$ cat config.mk
export PLATFORM = sky130hd
export DESIGN_NAME = ooo_scoreboard
export DESIGN_NICKNAME = d
export VERILOG_FILES = /design/src/rtl/sb_pkg.sv /design/src/rtl/sb_fu_slot.sv /design/src/rtl/sb_reg_status.sv /design/src/rtl/sb_wb_pick.sv /design/src/rtl/ooo_scoreboard.sv
export SDC_FILE = /design/constraint.sdc
export NUM_CORES = 1
export LEC_CHECK = 0
export ABC_AREA = 1
export BUFFER_PORTS_ARGS = -buffer_cell sky130_fd_sc_hd__buf_4
export CORE_MARGIN = 8
export CORE_UTILIZATION = 40
export DETAILED_ROUTE_END_ITERATION = 10
export PLACE_DENSITY = 0.57
export REMOVE_ABC_BUFFERS = 1
export SLEW_MARGIN = 30
export SYNTH_ARGS = -nofsm -noshare
export SYNTH_HDL_FRONTEND = slang
export SYNTH_SLANG_ARGS = --single-unit
$ cat constraint.sdc
create_clock -name clk -period 3 [get_ports clk]
set_input_delay 0.3 -clock clk [delete_from_list [all_inputs] [get_ports clk]]
set_output_delay 0.3 -clock clk [all_outputs]
set_load 0.03 [all_outputs]
$ cat src/rtl/sb_pkg.sv
package sb_pkg;

   typedef enum logic [1:0] {
      ST_IDLE     = 2'd0,
      ST_WAIT_OPS = 2'd1,
      ST_EXEC     = 2'd2,
      ST_WAIT_WR  = 2'd3
   } slot_state_e;

   localparam int UNIT_INT   = 0;
   localparam int UNIT_FADD  = 1;
   localparam int UNIT_FMUL  = 2;
   localparam int UNIT_FDIV  = 3;

endpackage

$ cat src/rtl/sb_fu_slot.sv
module sb_fu_slot
   import sb_pkg::*;
#(
   parameter int REG_W = 5,
   parameter int OP_W  = 4,
   parameter int UID_W = 3
) (
   input  logic             clk,
   input  logic             rst_n,
   input  logic             issue_en,
   input  logic [OP_W-1:0]  iss_op,
   input  logic [REG_W-1:0] iss_dst,
   input  logic [REG_W-1:0] iss_src1,
   input  logic [REG_W-1:0] iss_src2,
   input  logic [UID_W-1:0] iss_q1,
   input  logic [UID_W-1:0] iss_q2,
   input  logic             done_pulse,
   input  logic             wr_win,
   input  logic [UID_W-1:0] wb_uid,
   output logic             busy,
   output logic             rd_req,
   output logic             wb_req,
   output logic [OP_W-1:0]  op_o,
   output logic [REG_W-1:0] fi,
   output logic [REG_W-1:0] fj,
   output logic [REG_W-1:0] fk,
   output logic             rj,
   output logic             rk
);

   slot_state_e      state;
   logic [UID_W-1:0] qj, qk;
   logic             wake_j, wake_k;

   assign wake_j = (wb_uid != '0) && (qj == wb_uid);
   assign wake_k = (wb_uid != '0) && (qk == wb_uid);

   always_ff @(posedge clk) begin
      if (!rst_n) begin
         state <= ST_IDLE;
         op_o  <= '0;
         fi    <= '0;
         fj    <= '0;
         fk    <= '0;
         qj    <= '0;
         qk    <= '0;
         rj    <= 1'b0;
         rk    <= 1'b0;
      end else begin
         unique case (state)
            ST_IDLE: begin
               if (issue_en) begin
                  state <= ST_WAIT_OPS;
                  op_o  <= iss_op;
                  fi    <= iss_dst;
                  fj    <= iss_src1;
                  fk    <= iss_src2;
                  qj    <= iss_q1;
                  qk    <= iss_q2;
                  rj    <= (iss_q1 == '0);
                  rk    <= (iss_q2 == '0);
               end
            end
            ST_WAIT_OPS: begin
               if (rj && rk) begin
                  state <= ST_EXEC;
                  rj    <= 1'b0;
                  rk    <= 1'b0;
               end else begin
                  if (wake_j) begin
                     rj <= 1'b1;
                     qj <= '0;
                  end
                  if (wake_k) begin
                     rk <= 1'b1;
                     qk <= '0;
                  end
               end
            end
            ST_EXEC: begin
               if (done_pulse) state <= ST_WAIT_WR;
            end
            ST_WAIT_WR: begin
               if (wr_win) state <= ST_IDLE;
            end
            default: state <= ST_IDLE;
         endcase
      end
   end

   assign busy   = (state != ST_IDLE);
   assign rd_req = (state == ST_WAIT_OPS) && rj && rk;
   assign wb_req = (state == ST_WAIT_WR);


   issue_idle_chk: assert property (@(posedge clk) disable iff (!rst_n)
      issue_en |-> (state == ST_IDLE));


   rd_pulse_chk: assert property (@(posedge clk) disable iff (!rst_n)
      rd_req |=> !rd_req);


   wr_after_done_chk: assert property (@(posedge clk) disable iff (!rst_n)
      wr_win |-> (state == ST_WAIT_WR));

endmodule

$ cat src/rtl/sb_reg_status.sv
module sb_reg_status #(
   parameter int REG_W = 5,
   parameter int UID_W = 3
) (
   input  logic             clk,
   input  logic             rst_n,
   input  logic [REG_W-1:0] rd_a,
   input  logic [REG_W-1:0] rd_b,
   input  logic [REG_W-1:0] rd_c,
   output logic [UID_W-1:0] q_a,
   output logic [UID_W-1:0] q_b,
   output logic [UID_W-1:0] q_c,
   input  logic             set_en,
   input  logic [REG_W-1:0] set_reg,
   input  logic [UID_W-1:0] set_uid,
   input  logic             clr_en,
   input  logic [REG_W-1:0] clr_reg
);

   localparam int NREG = 1 << REG_W;

   logic [UID_W-1:0] tbl [NREG];

   always_ff @(posedge clk) begin
      if (!rst_n) begin
         for (int i = 0; i < NREG; i++) tbl[i] <= '0;
      end else begin
         if (clr_en) tbl[clr_reg] <= '0;
         if (set_en) tbl[set_reg] <= set_uid;
      end
   end

   assign q_a = tbl[rd_a];
   assign q_b = tbl[rd_b];
   assign q_c = tbl[rd_c];


   status_free_chk: assert property (@(posedge clk) disable iff (!rst_n)
      set_en |-> (tbl[set_reg] == '0));


   status_owner_chk: assert property (@(posedge clk) disable iff (!rst_n)
      clr_en |-> (tbl[clr_reg] != '0));

endmodule

$ cat src/rtl/sb_wb_pick.sv
module sb_wb_pick #(
   parameter int N     = 4,
   parameter int IDX_W = 2
) (
   input  logic [N-1:0]     req,
   output logic [N-1:0]     gnt,
   output logic             gnt_any,
   output logic [IDX_W-1:0] gnt_idx
);

   always_comb begin
      gnt     = '0;
      gnt_any = 1'b0;
      gnt_idx = '0;
      for (int i = 0; i < N; i++) begin
         if (req[i] && !gnt_any) begin
            gnt[i]  = 1'b1;
            gnt_any = 1'b1;
            gnt_idx = IDX_W'(i);
         end
      end
   end

endmodule

$ cat src/rtl/ooo_scoreboard.sv
module ooo_scoreboard
   import sb_pkg::*;
#(
   parameter int NUM_FU = 4,
   parameter int REG_W  = 5,
   parameter int OP_W   = 4,
   localparam int UNIT_W = (NUM_FU > 1) ? $clog2(NUM_FU) : 1,
   localparam int UID_W  = $clog2(NUM_FU + 1)
) (
   input  logic                   clk,
   input  logic                   rst_n,
   input  logic                   iss_valid,
   input  logic [UNIT_W-1:0]      iss_unit,
   input  logic [OP_W-1:0]        iss_op,
   input  logic [REG_W-1:0]       iss_dst,
   input  logic [REG_W-1:0]       iss_src1,
   input  logic [REG_W-1:0]       iss_src2,
   output logic                   iss_ready,
   input  logic [NUM_FU-1:0]      exec_done,
   output logic [NUM_FU-1:0]      rd_grant,
   output logic [NUM_FU-1:0]      wr_grant,
   output logic [REG_W-1:0]       wr_reg,
   output logic [NUM_FU*OP_W-1:0] unit_op
);

   if (NUM_FU < 1) begin : g_bad_fu
      $error("NUM_FU must be at least 1");
   end
   if (REG_W < 1 || REG_W > 8) begin : g_bad_reg
      $error("REG_W must be between 1 and 8");
   end
   if (OP_W < 1) begin : g_bad_op
      $error("OP_W must be at least 1");
   end

   logic [NUM_FU-1:0] busy, rd_req, wb_req, war, issue_en;
   logic [NUM_FU-1:0] rj_a, rk_a;
   logic [REG_W-1:0]  fi_a [NUM_FU];
   logic [REG_W-1:0]  fj_a [NUM_FU];
   logic [REG_W-1:0]  fk_a [NUM_FU];

   logic [UID_W-1:0]  q_s1, q_s2, q_d, q1_adj, q2_adj, wb_uid;
   logic              gnt_any, unit_ok, accept;
   logic [UNIT_W-1:0] gnt_idx;

   // unit-code range check only when the code can exceed the unit count
   if ((1 << UNIT_W) > NUM_FU) begin : g_unit_chk
      assign unit_ok = (int'(iss_unit) < NUM_FU);
   end else begin : g_unit_all
      assign unit_ok = 1'b1;
   end

   assign iss_ready = unit_ok && !busy[iss_unit] && (q_d == '0);
   assign accept    = iss_valid && iss_ready;

   for (genvar u = 0; u < NUM_FU; u++) begin : g_issue
      assign issue_en[u] = accept && (int'(iss_unit) == u);
   end

   // a producer writing back this very cycle no longer counts as pending
   assign wb_uid = gnt_any ? (UID_W'(gnt_idx) + UID_W'(1)) : '0;
   assign q1_adj = (q_s1 == wb_uid) ? '0 : q_s1;
   assign q2_adj = (q_s2 == wb_uid) ? '0 : q_s2;

   sb_reg_status #(
      .REG_W (REG_W),
      .UID_W (UID_W)
   ) u_status (
      .clk     (clk),
      .rst_n   (rst_n),
      .rd_a    (iss_src1),
      .rd_b    (iss_src2),
      .rd_c    (iss_dst),
      .q_a     (q_s1),
      .q_b     (q_s2),
      .q_c     (q_d),
      .set_en  (accept),
      .set_reg (iss_dst),
      .set_uid (UID_W'(iss_unit) + UID_W'(1)),
      .clr_en  (gnt_any),
      .clr_reg (wr_reg)
   );

   for (genvar u = 0; u < NUM_FU; u++) begin : g_slot
      sb_fu_slot #(
         .REG_W (REG_W),
         .OP_W  (OP_W),
         .UID_W (UID_W)
      ) u_slot (
         .clk        (clk),
         .rst_n      (rst_n),
         .issue_en   (issue_en[u]),
         .iss_op     (iss_op),
         .iss_dst    (iss_dst),
         .iss_src1   (iss_src1),
         .iss_src2   (iss_src2),
         .iss_q1     (q1_adj),
         .iss_q2     (q2_adj),
         .done_pulse (exec_done[u]),
         .wr_win     (wr_grant[u]),
         .wb_uid     (wb_uid),
         .busy       (busy[u]),
         .rd_req     (rd_req[u]),
         .wb_req     (wb_req[u]),
         .op_o       (unit_op[u*OP_W +: OP_W]),
         .fi         (fi_a[u]),
         .fj         (fj_a[u]),
         .fk         (fk_a[u]),
         .rj         (rj_a[u]),
         .rk         (rk_a[u])
      );
   end

   // WAR: another busy unit still owes a read of this unit's destination
   always_comb begin
      war = '0;
      for (int u = 0; u < NUM_FU; u++) begin
         for (int x = 0; x < NUM_FU; x++) begin
            if (x != u && busy[x] &&
                ((fj_a[x] == fi_a[u] && rj_a[x]) ||
                 (fk_a[x] == fi_a[u] && rk_a[x])))
               war[u] = 1'b1;
         end
      end
   end

   sb_wb_pick #(
      .N     (NUM_FU),
      .IDX_W (UNIT_W)
   ) u_pick (
      .req     (wb_req & ~war),
      .gnt     (wr_grant),
      .gnt_any (gnt_any),
      .gnt_idx (gnt_idx)
   );

   assign rd_grant = rd_req;
   assign wr_reg   = fi_a[gnt_idx];


   wr_onehot_chk: assert property (@(posedge clk) disable iff (!rst_n)
      $onehot0(wr_grant));


   grant_excl_chk: assert property (@(posedge clk) disable iff (!rst_n)
      (rd_grant & wr_grant) == '0);


   wr_frees_chk: assert property (@(posedge clk) disable iff (!rst_n)
      (wr_grant != '0) |=> ((busy & $past(wr_grant)) == '0));

endmodule

Yosys cells after proc, flatten, opt, wreduce, memory -nomap -nowiden

Memories as Yosys holds them, arrays and structs flattened.
Cells that the tools add are included.

RAM bits: 96
Output and inout bits: 30
Memory bits (read-only): 0
Memories: 1
Bits in latches: 0
Logic and storage cells: 380
Bits of input ports: 28
Register bits: 116

Div/mod/pow operators: 0
Multipliers: 0
Bitwise operators: 3
$add $sub $neg: 2
Shift-type cells: 0
Reduce and logical (&&, ||, !) cells: 124
$lt $le $gt $ge: 2
Mux-type cells: 127
Eq/ne operators: 85

Memory list:

| memory       | depth | bits a word | rd ports | clocked after Yosys merged registers in | wr ports | RTL line            | text |
|---|---|---|---|---|---|---|---|
| u_status.tbl | 32    | 3           | 3        | 0                                       | 32       | sb_reg_status.sv:22 | `logic [UID_W-1:0] tbl [NREG];` |

Operator list:

| kind                                                 | number |
|---|---|
| equality test 5 bit                                  | 24 |
| 2-to-1 mux 3 bit                                     | 29 |
| logical AND 1 bit                                    | 65 |
| 2-to-1 mux 1 bit                                     | 54 |
| one-hot mux 3 bit (2 select lines)                   | 8 |
| AND reduction 4 bit                                  | 12 |
| != test 2 x 1 -> 1 bit (second input constant)       | 20 |
| 2-to-1 mux 2 bit                                     | 18 |
| one-hot mux 2 bit (4 select lines)                   | 4 |
| equality test 3 bit                                  | 10 |
| != test 3 x 1 -> 1 bit (second input constant)       | 8 |
| AND reduction 3 bit                                  | 8 |
| equality test 2 bit (second input constant)          | 10 |
| 2-to-1 mux 5 bit                                     | 4 |
| != test 2 bit (second input constant)                | 8 |
| one-hot mux 1 bit (2 select lines)                   | 8 |
| nonzero test 2 bit                                   | 8 |
| logical OR 1 bit                                     | 12 |
| binary-select mux 5 bit (select 2 bit)               | 1 |
| equality test 2 x 1 -> 1 bit (second input constant) | 5 |
| logical NOT 2 bit                                    | 5 |
| logical NOT 3 bit                                    | 3 |
| AND reduction 2 bit                                  | 4 |
| adder 2 x 1 -> 3 bit (second input constant)         | 2 |
| 9 further kinds                                      | 13 |

Depth between registers and ports, before layout

Gate-level depths: netlist (run 1).

Depth in word-level cells: 26
Mapped depth: 27
Mapped depth without buffers: 24

By module

Synthesis (run 1) repeated with hierarchy kept, for this count alone.

Cells, all modules: 2,399
Area total of the unflattened synthesis: 14,834.2 um^2

Modules (own cells, without submodules):

| module         | area an instance (um^2) | cells each | sequential area each (um^2) | times used |
|---|---|---|---|---|
| sb_reg_status  | 6,816.5                 | 996        | 2,882.8                     | 1 |
| sb_fu_slot     | 1,346.3                 | 189        | 580.6                       | 4 |
| ooo_scoreboard | 2,570.0                 | 634        | 0.0                         | 1 |
| sb_wb_pick     | 62.6                    | 13         | 0.0                         | 1 |

Least setup slack after synthesis (run 1)

Ideal clock, no wire load.

Path type: reg2reg
Start: register g_slot[2].u_slot.fi[1]
End: register g_slot[3].u_slot.rk
Setup slack: 0.174 ns
Required time: 2.930 ns
Path buffers: 3
Cell stages (with the launch flop): 25
Clock period less this slack: 2.826 ns
Arrival time: 2.756 ns
Library setup time: 0.070 ns
Path through: dfxtp_1 -> buf_2 -> inv_1 -> nand2_1 -> nand2_1 -> nor2_1 -> nand3_1 -> nand2_1 -> nand2_1 -> nand2_1 -> nor2_1 -> nor2_4 -> nand2_4 -> nand2_4 -> buf_6 -> ha_1 -> buf_1 -> nand2_4 -> nand2_1 -> nand3_1 -> o21ai_1 -> nand2_1 -> nand2_1 -> nand2_1 -> a21oi_1

Longest elaborated chain between the ends: 21
Elaborated cells between the ends (all ways): 42
Those cells by class: add/sub: 1; eq/ne: 9; mux: 11; bitwise: 2; reduce/logical: 19

Ends and longest elaborated chain:

| what                                          | RTL line                                     | text |
|---|---|---|
| from (decl)                                   | sb_fu_slot.sv:24                             | `output logic [REG_W-1:0] fi,` |
| from (signal assigned)                        | sb_fu_slot.sv:55                             | `fi <= iss_dst;` |
| equality test 5 bit, on equally long branches | ooo_scoreboard.sv:120, ooo_scoreboard.sv:121 |  |
| logical AND 1 bit, on equally long branches   | ooo_scoreboard.sv:120, ooo_scoreboard.sv:121 |  |
| logical OR 1 bit                              | ooo_scoreboard.sv:120                        | `((fj_a[x] == fi_a[u] && rj_a[x]) \|\|` |
| logical AND 1 bit                             | ooo_scoreboard.sv:119                        | `if (x != u && busy[x] &&` |
| 2-to-1 mux 1 bit (2 in a row)                 | ooo_scoreboard.sv:119                        |  |
| 2-to-1 mux 1 bit *                            | ooo_scoreboard.sv:119                        |  |
| inverter 4 bit *                              | ooo_scoreboard.sv:131                        | `.req (wb_req & ~war),` |
| bitwise AND 4 bit *                           | ooo_scoreboard.sv:131                        |  |
| [... 4 more ...]                              | -                                            |  |
| 2-to-1 mux 2 bit                              | sb_wb_pick.sv:16                             | `if (req[i] && !gnt_any) begin` |
| adder 2 x 1 -> 3 bit                          | ooo_scoreboard.sv:61                         | `assign wb_uid = gnt_any ? (UID_W'(gnt_idx) + UID_W'(1)) : '0;` |
| 2-to-1 mux 3 bit *                            | ooo_scoreboard.sv:61                         |  |
| equality test 3 bit                           | ooo_scoreboard.sv:63                         | `assign q2_adj = (q_s2 == wb_uid) ? '0 : q_s2;` |
| 2-to-1 mux 3 bit                              | ooo_scoreboard.sv:63                         |  |
| logical NOT 3 bit                             | sb_fu_slot.sv:61                             | `rk <= (iss_q2 == '0);` |
| 2-to-1 mux 1 bit                              | sb_fu_slot.sv:52                             | `if (issue_en) begin` |
| one-hot mux 1 bit (2 select lines)            | sb_fu_slot.sv:50                             | `unique case (state)` |
| to (signal assigned)                          | sb_fu_slot.sv:61                             |  |
| to (decl)                                     | sb_fu_slot.sv:28                             | `output logic rk` |

Mark *: on every way between the ends. The rest lies on a longest branch, timed or not. The select of a mux whose other input is x is not followed.
A chain may end at the register's enable or synchronous reset.

Final worst setup path (run 1)

Start: register g_slot[0].u_slot.fi[4]
End: output port wr_reg[2]

Longest elaborated chain between the ends: 23
Elaborated cells between the ends (all ways): 39
Those cells by class: eq/ne: 6; mux: 12; bitwise: 3; reduce/logical: 18

Ends and longest elaborated chain:

| what                                                  | RTL line                                     | text |
|---|---|---|
| from (decl)                                           | sb_fu_slot.sv:24                             |  |
| from (signal assigned)                                | sb_fu_slot.sv:55                             |  |
| equality test 5 bit, on equally long branches         | ooo_scoreboard.sv:120, ooo_scoreboard.sv:121 |  |
| logical AND 1 bit, on equally long branches           | ooo_scoreboard.sv:120, ooo_scoreboard.sv:121 |  |
| logical OR 1 bit                                      | ooo_scoreboard.sv:120                        |  |
| logical AND 1 bit                                     | ooo_scoreboard.sv:119                        |  |
| 2-to-1 mux 1 bit (2 in a row)                         | ooo_scoreboard.sv:119                        |  |
| 2-to-1 mux 1 bit *                                    | ooo_scoreboard.sv:119                        |  |
| inverter 4 bit *                                      | ooo_scoreboard.sv:131                        |  |
| bitwise AND 4 bit *                                   | ooo_scoreboard.sv:131                        |  |
| [... 5 more ...]                                      | -                                            |  |
| logical AND 1 bit                                     | sb_wb_pick.sv:16                             |  |
| 2-to-1 mux 1 bit                                      | sb_wb_pick.sv:16                             |  |
| logical NOT 1 bit                                     | sb_wb_pick.sv:16                             |  |
| logical AND 1 bit                                     | sb_wb_pick.sv:16                             |  |
| 2-to-1 mux 2 bit *                                    | sb_wb_pick.sv:16                             |  |
| inverter 2 -> 3 bit (implied by the code) *           | ooo_scoreboard.sv:138                        | `assign wr_reg = fi_a[gnt_idx];` |
| binary-select mux 5 bit (select 2 bit) *              | ooo_scoreboard.sv:138                        |  |
| 2-to-1 mux 5 bit (implied by the code) * (2 in a row) | ooo_scoreboard.sv:138                        |  |
| to (decl)                                             | ooo_scoreboard.sv:22                         | `output logic [REG_W-1:0] wr_reg,` |

Marks and branches as above.

==> flow_metrics.py, run 1 <==
metrics = {
    "clock_network": {
        "clock_latency_ns": 0.56,
        "cts_root_buf": "clkbuf_16",
        "cts_buffer_depth": 3,
        "cts_tree": "built",
        "cts_hold_buf": 0,
        "cts_sinks": 212,
        "cts_buffers": 27,
        "cts.clk_slew.worst_paths_ns": 0.06,
        "htreeDepth": 1,
    },
    "placement": {
        "finalWeightedCongestion": 0.9773,
        "io_buffer_count": 57,
        "place.detailed.hpwl_mm": 39.65,
        "dpl_cell_area_um2": 16070,
        "place_inst": 2735,
    },
    "floorplanning": {
        "dieHeight_um": 203.5,
        "io-pin-count": 58,
        "dieArea_um2": 41400,
        "chipWidth_um": 203.5,
        "start_util_pct": 40.70,
        "row_count": 68,
        "core-area_um2": 34540,
    },
    "timing": {
        "worst_pin_slew_ns": 0.7861,
        "drv_slew": 0,
        "slew-limit-headroom_pct": 47.59,
        "fin_skew_ns": 0.01814,
        "fin_crit_ns": 3.188,
        "worst_slack_ns": -0.1879,
        "period_share_pct": 106.3,
        "fmax_ghz": 0.3137,
        "grt_setup_unrepaired": "yes",
        "setup-violations-final": 89,
        "hold_viol_final": 0,
        "tns_ns": -7.790,
    },
    "drt": {
        "drt-vias-per-instance": 5.509,
        "wl_per_cell_um": 19.78,
        "vias": 15470,
        "drt-total-wl_mm": 55.53,
        "drt_iter0_markers": 1372,
        "antenna_left": 0,
        "drc": 0,
        "first_pass_iters": 5,
    },
    "critical_path": {
        "startpoint_type": "flip-flop",
        "cp.arrival_ns": 2.89,
        "critPathCaptureType": "output pin",
        "required_ns": 2.70,
        "worstSetupPathType": "reg2out",
        "critPathMaxFanout": 9,
    },
    "final_layout": {
        "multi_input_area_um2": 8202,
        "nNetsFinal": 2383,
        "layout_commonest_cell": "nand2_1",
        "syn2layout_area_growth_pct": 29.70,
        "drive_above_1_share_pct": 24.48,
        "final_area_um2": 18240,
        "register_area_um2": 5263,
        "final_cell_mix": "452 x nand2_1, 331 x nor2_1, 197 x inv_1, 197 x buf_4",
        "stdcell_count": 2808,
        "antenna_cells": 0,
        "fillCellCount": 3437,
    },
    "global_route": {
        "grt_max_degree": 83,
        "grt_pass1_vias": 15010,
        "overflow": 0,
        "grt_pass1_wl_mm": 84.53,
        "track_usage_pct": 26.02,
        "grt_antenna_before_repair": 0,
    },
    "synth": {
        "synth_cells": 2160,
        "synth_cell_types": 50,
        "synth_edf_count": 96,
        "synth_area_um2": 14060,
        "yosys_warnings": 0,
        "dominantRegCellSynth": "dfxtp_1",
        "synth_seq_cells": 212,
        "synthArstFlopShare_pct": 0,
        "seq_area_frac_synth_pct": 37.02,
        "avgSynthCellArea_um2": 6.509,
    },
    "worst_hold_path": {
        "hp-class": "in2reg",
    },
    "power": {
        "peakVddDrop_uv": 525.6,
        "power_density_nw_per_um2": 591.4,
        "p_leak_nw": 7.510,
    },
    "run": {
        "cap_viol_max_count": 0,
    },
    "outcome": {
        "outcome": "complete, but fails checks",
        "violations": "setup timing",
    },
}
-- kinds of logic (layout without fill, tap and decap cells) --
kind of cell / count (synthesis) / in the layout / synth area share, %
XOR/XNOR: 5 / 5 / 0.3115
adder cells (fa/ha/maj): 21 / 21 / 1.869
buffers and inverters: 342 / 535 / 9.834
AND/OR/NAND/NOR: 1111 / 1111 / 32.99
AO/OA/AOI/OAI: 469 / 469 / 17.98
flip-flops: 212 / 212 / 37.02
-- sequential cells by signal (all words and copies together) (netlist names) --
register,flops
u_status.tbl,96
g_slot.u_slot.fi,20
g_slot.u_slot.fj,20
g_slot.u_slot.fk,20
g_slot.u_slot.op_o,16
g_slot.u_slot.qj,12
g_slot.u_slot.qk,12
g_slot.u_slot.state,8
g_slot.u_slot.rj,4
g_slot.u_slot.rk,4
-- report_power, final --
| group | internal (mW) | switching [mW] |
|---|---|---|
| clock network | 2.23 | 1.36 |
| registers | 3.21 | 0.175 |
| logic | 1.47 | 2.35 |
| total | 6.90 | 3.88 |
-- per-layer routing --
layer	GRT usage [%]	part of all wire (%)	vias up
li1	-	-	7391
met1	32.85	41	7194
met2	42.90	46	710
met3	3.650	7.9	174
met4	13.49	5.3	0
met5	0	0	-
-- synth_stat cells, drive strengths merged (4+ instances only) --
master,number,area (um^2)
nor4,4,31.28
or2,8,50.05
o21ai,209,1050
and2,7,43.79
nand3b,7,52.55
o22ai,22,137.6
dfxtp,116,2322
buf,39,242.7
ha,21,262.8
clkbuf,63,236.5
nand2,560,2160
o211ai,27,232.7
inv,237,892.1
o221ai,5,43.79
edfxtp,96,2883
nor3,40,205.2
nor2,367,1463
nand3,112,575.6
a21oi,195,975.9
-- timing repair --
| action | in CTS | in global routing |
|---|---|---|
| buffers inserted | 13 | 10 |
| gates cloned | 3 | 2 |
| setup endpoints to repair | 124 | 197 |
| pin swaps | 37 | 43 |
| resized for setup | 147 | 160 |
-- per-stage QoR --
stage	total power, mW	hold WS [ns]	setup WS, ns	util, %
after floorplan	5.186	0.4204	-0.3350	-
after global placement	6.459	0.4494	-0.1142	46.51
after detailed placement	6.487	0.4541	-0.1241	46.51
after CTS	10.39	0.03373	-0.1488	50.87
after global routing	11.29	0.07504	-0.2822	52.79
final	10.78	0.05867	-0.1879	52.79
-- worst max-delay path, stage by stage, from the launching register on --
cell	delay, ns
dfxtp_4	0.36
buf_8	0.14
o21ai_0	0.17
nor2_1	0.08
nand3_1	0.08
nand2_1	0.09
nand2_2	0.13
nand3_4	0.11
nor2_4	0.15
nor2_4	0.05
inv_2	0.10
nand2_8	0.11
buf_16	0.16
o211ai_1	0.19
nand2_2	0.16
buf_6	0.15
buf_6	0.13
-- path summary, 6_finish.rpt --
kind | startpoint | slack (ns) | endpoint | depth (start not counted)
worst max register to register | g_slot[1].u_slot.fi[2]$_SDFFE_PN0P_ | -0.14 | u_status.tbl[15][2]$_SDFFCE_PN0P_ | 25
worst min-delay path | iss_op[3] | 0.06 | g_slot[3].u_slot.op_o[3]$_SDFFE_PN0P_ | 3
worst max-delay path | g_slot[0].u_slot.fi[4]$_SDFFE_PN0P_ | -0.19 | wr_reg[2] | 16
worst min register to register | g_slot[0].u_slot.qj[0]$_SDFFE_PN0P_ | 0.46 | g_slot[0].u_slot.qj[0]$_SDFFE_PN0P_ | 2
-- cell type report --
type | instances | share of cell area [%]
Sequential cell | 212 | 28.86
Timing Repair Buffer | 247 | 12.62
Clock inverter | 14 | 1.249
Multi-Input combinational cell | 1606 | 44.98
Clock buffer | 34 | 4.014
Tap cell | 455 | 3.122
Inverter | 240 | 5.160
No activity file was read; power rests on OpenSTA's default activity.
==> run 2: changes to the inputs <==
--- a/config.mk
+++ b/config.mk
@@ -8,9 +8,9 @@
 export ABC_AREA = 1
 export BUFFER_PORTS_ARGS = -buffer_cell sky130_fd_sc_hd__buf_4
 export CORE_MARGIN = 8
-export CORE_UTILIZATION = 40
+export CORE_UTILIZATION = 35
 export DETAILED_ROUTE_END_ITERATION = 10
-export PLACE_DENSITY = 0.57
+export PLACE_DENSITY = 0.51
 export REMOVE_ABC_BUFFERS = 1
 export SLEW_MARGIN = 30
 export SYNTH_ARGS = -nofsm -noshare
==> run 2 against run 1 <==
Effect of this change: register-to-register slack better by 0.02 ns; core utilization is 7.3 points lower; sequential share of layout area rose by 0.31 points; power down 4.8%; combinational power is 4% lower; sequential power about the same; largest power group unchanged; flip-flop and latch count stayed put; non-clock buffer count rose by 1; clock-buffer cell count rose by 2; the run still ends with setup timing left; critical path depth increased by 4.
==> flow_metrics.py, run 2 (synthesized netlist as in run 1, its figures left out) <==
metrics = {
    "critical_path": {
        "cp.arrival_ns": 2.96,
        "worstSetupPathType": "reg2out",
        "crit_start": "g_slot[1].u_slot.fi[3]$_SDFFE_PN0P_",
        "reg2reg_from": "g_slot[1].u_slot.fi[3]$_SDFFE_PN0P_",
        "crit_chain": "buf_6 -> nand2_1 -> nand2_1 -> nor2_1 -> nand3_2 -> nand2_2 -> nand2_4 -> nand2_4 -> inv_2 -> nand2_4 -> nand2_4 -> nor2_4 -> nand2_4 -> nand2_8 -> buf_12 -> nand2_2 -> o211ai_1 -> nand2_2 -> buf_6 -> buf_6",
        "rrSetupSlack_ns": -0.12,
        "critPathMaxFanout": 6,
        "rr_worst_depth": 24,
        "required_ns": 2.70,
        "startpoint_type": "flip-flop",
        "critPathCaptureType": "output pin",
        "r2r-end": "u_status.tbl[23][0]$_SDFFCE_PN0P_",
        "cpMostUsedCell": "nand2_4",
        "crit_path_top_delay_cell": "dfxtp_2",
        "slowest_delay_ns": 0.34,
    },
    "timing": {
        "fin_skew_ns": 0.009933,
        "fmax_ghz": 0.3063,
        "drv_slew": 0,
        "tns_ns": -8.035,
        "worst_slack_ns": -0.2644,
        "period_share_pct": 108.8,
        "fin_crit_ns": 3.264,
        "grt_setup_unrepaired": "yes",
        "worst_pin_slew_ns": 0.7509,
        "timing.hold.ws_ns": 0.04202,
        "setup-violations-final": 101,
        "hold_viol_final": 0,
        "slew-limit-headroom_pct": 49.94,
    },
    "power": {
        "p_switching_mw": 3.818,
        "p_comb_share_pct": 35.5,
        "power_density_nw_per_um2": 567.9,
        "switching_share_pct": 37.20,
        "p_int_mw": 6.445,
        "peakVddDrop_uv": 364.6,
        "clkPwrFrac_pct": 31.6,
        "p_leak_nw": 7.444,
        "p_seq_share_pct": 32.9,
    },
    "global_route": {
        "overflow": 0,
        "grt_pass1_vias": 14560,
        "grt_use_met2_pct": 38.28,
        "use_met1_pct": 29.97,
        "grt-busiest-layer": "met2",
        "track_usage_pct": 23.35,
        "grt_max_degree": 81,
        "grt_antenna_before_repair": 2,
        "grt_pass1_wl_mm": 85.69,
        "met3_usage_pct": 3.287,
    },
    "placement": {
        "place.detailed.hpwl_mm": 41.53,
        "io_buffer_count": 57,
        "finalWeightedCongestion": 0.9776,
        "dpl_cell_area_um2": 16150,
    },
    "clock_network": {
        "cts_tree": "built",
        "cts_buffers": 27,
        "cts_root_buf": "clkbuf_16",
        "clock_latency_ns": 0.57,
        "cts_sinks": 212,
        "cts_buffer_depth": 3,
        "cts.clk_slew.worst_paths_ns": 0.06,
        "htreeDepth": 1,
    },
    "outcome": {
        "outcome": "complete, but fails checks",
        "violations": "setup timing",
    },
    "floorplanning": {
        "chipWidth_um": 216.4,
        "row_count": 73,
        "dieArea_um2": 46840,
        "core-area_um2": 39730,
        "dieHeight_um": 216.4,
        "io-pin-count": 58,
        "start_util_pct": 35.39,
    },
    "final_layout": {
        "largest_reg_flops": 96,
        "nNetsFinal": 2385,
        "final_cell_mix": "468 x nand2_1, 329 x nor2_1, 195 x a21oi_1, 194 x buf_4, 192 x inv_1",
        "antenna_cells": 0,
        "final_area_um2": 18070,
        "layout_commonest_cell": "nand2_1",
        "syn2layout_area_growth_pct": 28.52,
        "regMostFlops": "u_status.tbl",
        "drive_above_1_share_pct": 23.64,
    },
    "worst_hold_path": {
        "worstHoldEndpoint": "g_slot[0].u_slot.op_o[3]$_SDFFE_PN0P_",
        "min_from": "iss_op[3]",
        "hp-class": "in2reg",
        "whs_path_depth": 3,
    },
    "run": {
        "cap_viol_max_count": 0,
    },
    "drt": {
        "wl_per_cell_um": 19.64,
        "drt-vias-per-instance": 5.329,
        "first_pass_iters": 5,
        "drc": 0,
        "drt-total-wl_mm": 56.59,
        "antenna_left": 0,
        "vias": 15350,
        "drt_iter0_markers": 1307,
    },
}
==> run 2: cell count changes in the layout (fill, tap and decap cells not counted), moves of 5 or more <==
cell	delta
nand3_1	+7
buf_6	+9
a21oi_1	+10
dfxtp_1	-8
inv_2	+5
nand2_2	-19
nand2_1	+16
inv_1	-5
dfxtp_2	+9
a21oi_2	-10
==> run 2: cell type report <==
type                    count  area, um^2
flip-flops and latches    212        5270
repair inverters            1       7.507
repair buffers            248        2252
inverters                 240       940.9
fillers                  4157       21660
well taps                 525       656.9
clock inverters            13       121.4
multi-input cells        1606        8082
clock buffers              36       739.5
==> run 2: how the worst max path moves through the flow <==
stage	endpoint	slack, ns	depth (start not counted)
finish	wr_reg[2]	-0.26	20
global route	wr_reg[2]	-0.34	20
CTS	wr_reg[2]	-0.30	20
detailed placement	u_status.tbl[24][0]$_SDFFCE_PN0P_	-0.33	19
global placement	u_status.tbl[26][0]$_SDFFCE_PN0P_	-0.32	19
floorplan	g_slot[3].u_slot.qj[0]$_SDFFE_PN0P_	-0.33	15
==> run 2: power groups by stage <==
stage / clock [mW] / combinational, mW / sequential, mW
floorplan: 0 / 1.77 / 3.42
global placement: 0 / 3.10 / 3.42
detailed placement: 0 / 3.11 / 3.42
CTS: 3.30 / 3.45 / 3.36
global route: 3.39 / 3.94 / 3.40
finish: 3.25 / 3.64 / 3.38
==> run 2: what timing repair did <==
action,CTS,global route
buffers inserted,20,6
gates cloned,2,1
setup endpoints to repair,134,138
pin swaps,27,54
endpoints found under the hold margin,0,0
hold buffers,0,0
gates resized for setup,141,158
==> run 2: per-stage QoR <==
step                worst slack [ns]  total power [mW]  utilization [%]  instances
floorplan                    -0.3350             5.186                -       2058
global placement             -0.3174             6.515            40.65       2806
detailed placement           -0.3254             6.530            40.65       2806
CTS                          -0.2957             10.11            44.40       2876
global route                 -0.3351             10.74            45.48       2881
finish                       -0.2644             10.26            45.48       2881
==> run 2: worst max-delay path: cells and delay by family, from the launching register on <==
| family | cells | cell delay [ns] |
|---|---|---|
| DFF | 1 | 0.34 |
| AOI/OAI and AO/OA | 1 | 0.15 |
| and+or+nand+nor | 14 | 1.34 |
| buffers and inverters | 5 | 0.59 |
==> run 2: routing by layer <==
layer  wire (um)  share of wire [%]  vias to the layer above
met1       23660                 42                     7150
met4        2853                5.0                        0
met5           0                  0                        -
met2       25910                 46                      640
li1            -                  -                     7391
met3        4165                7.4                      172
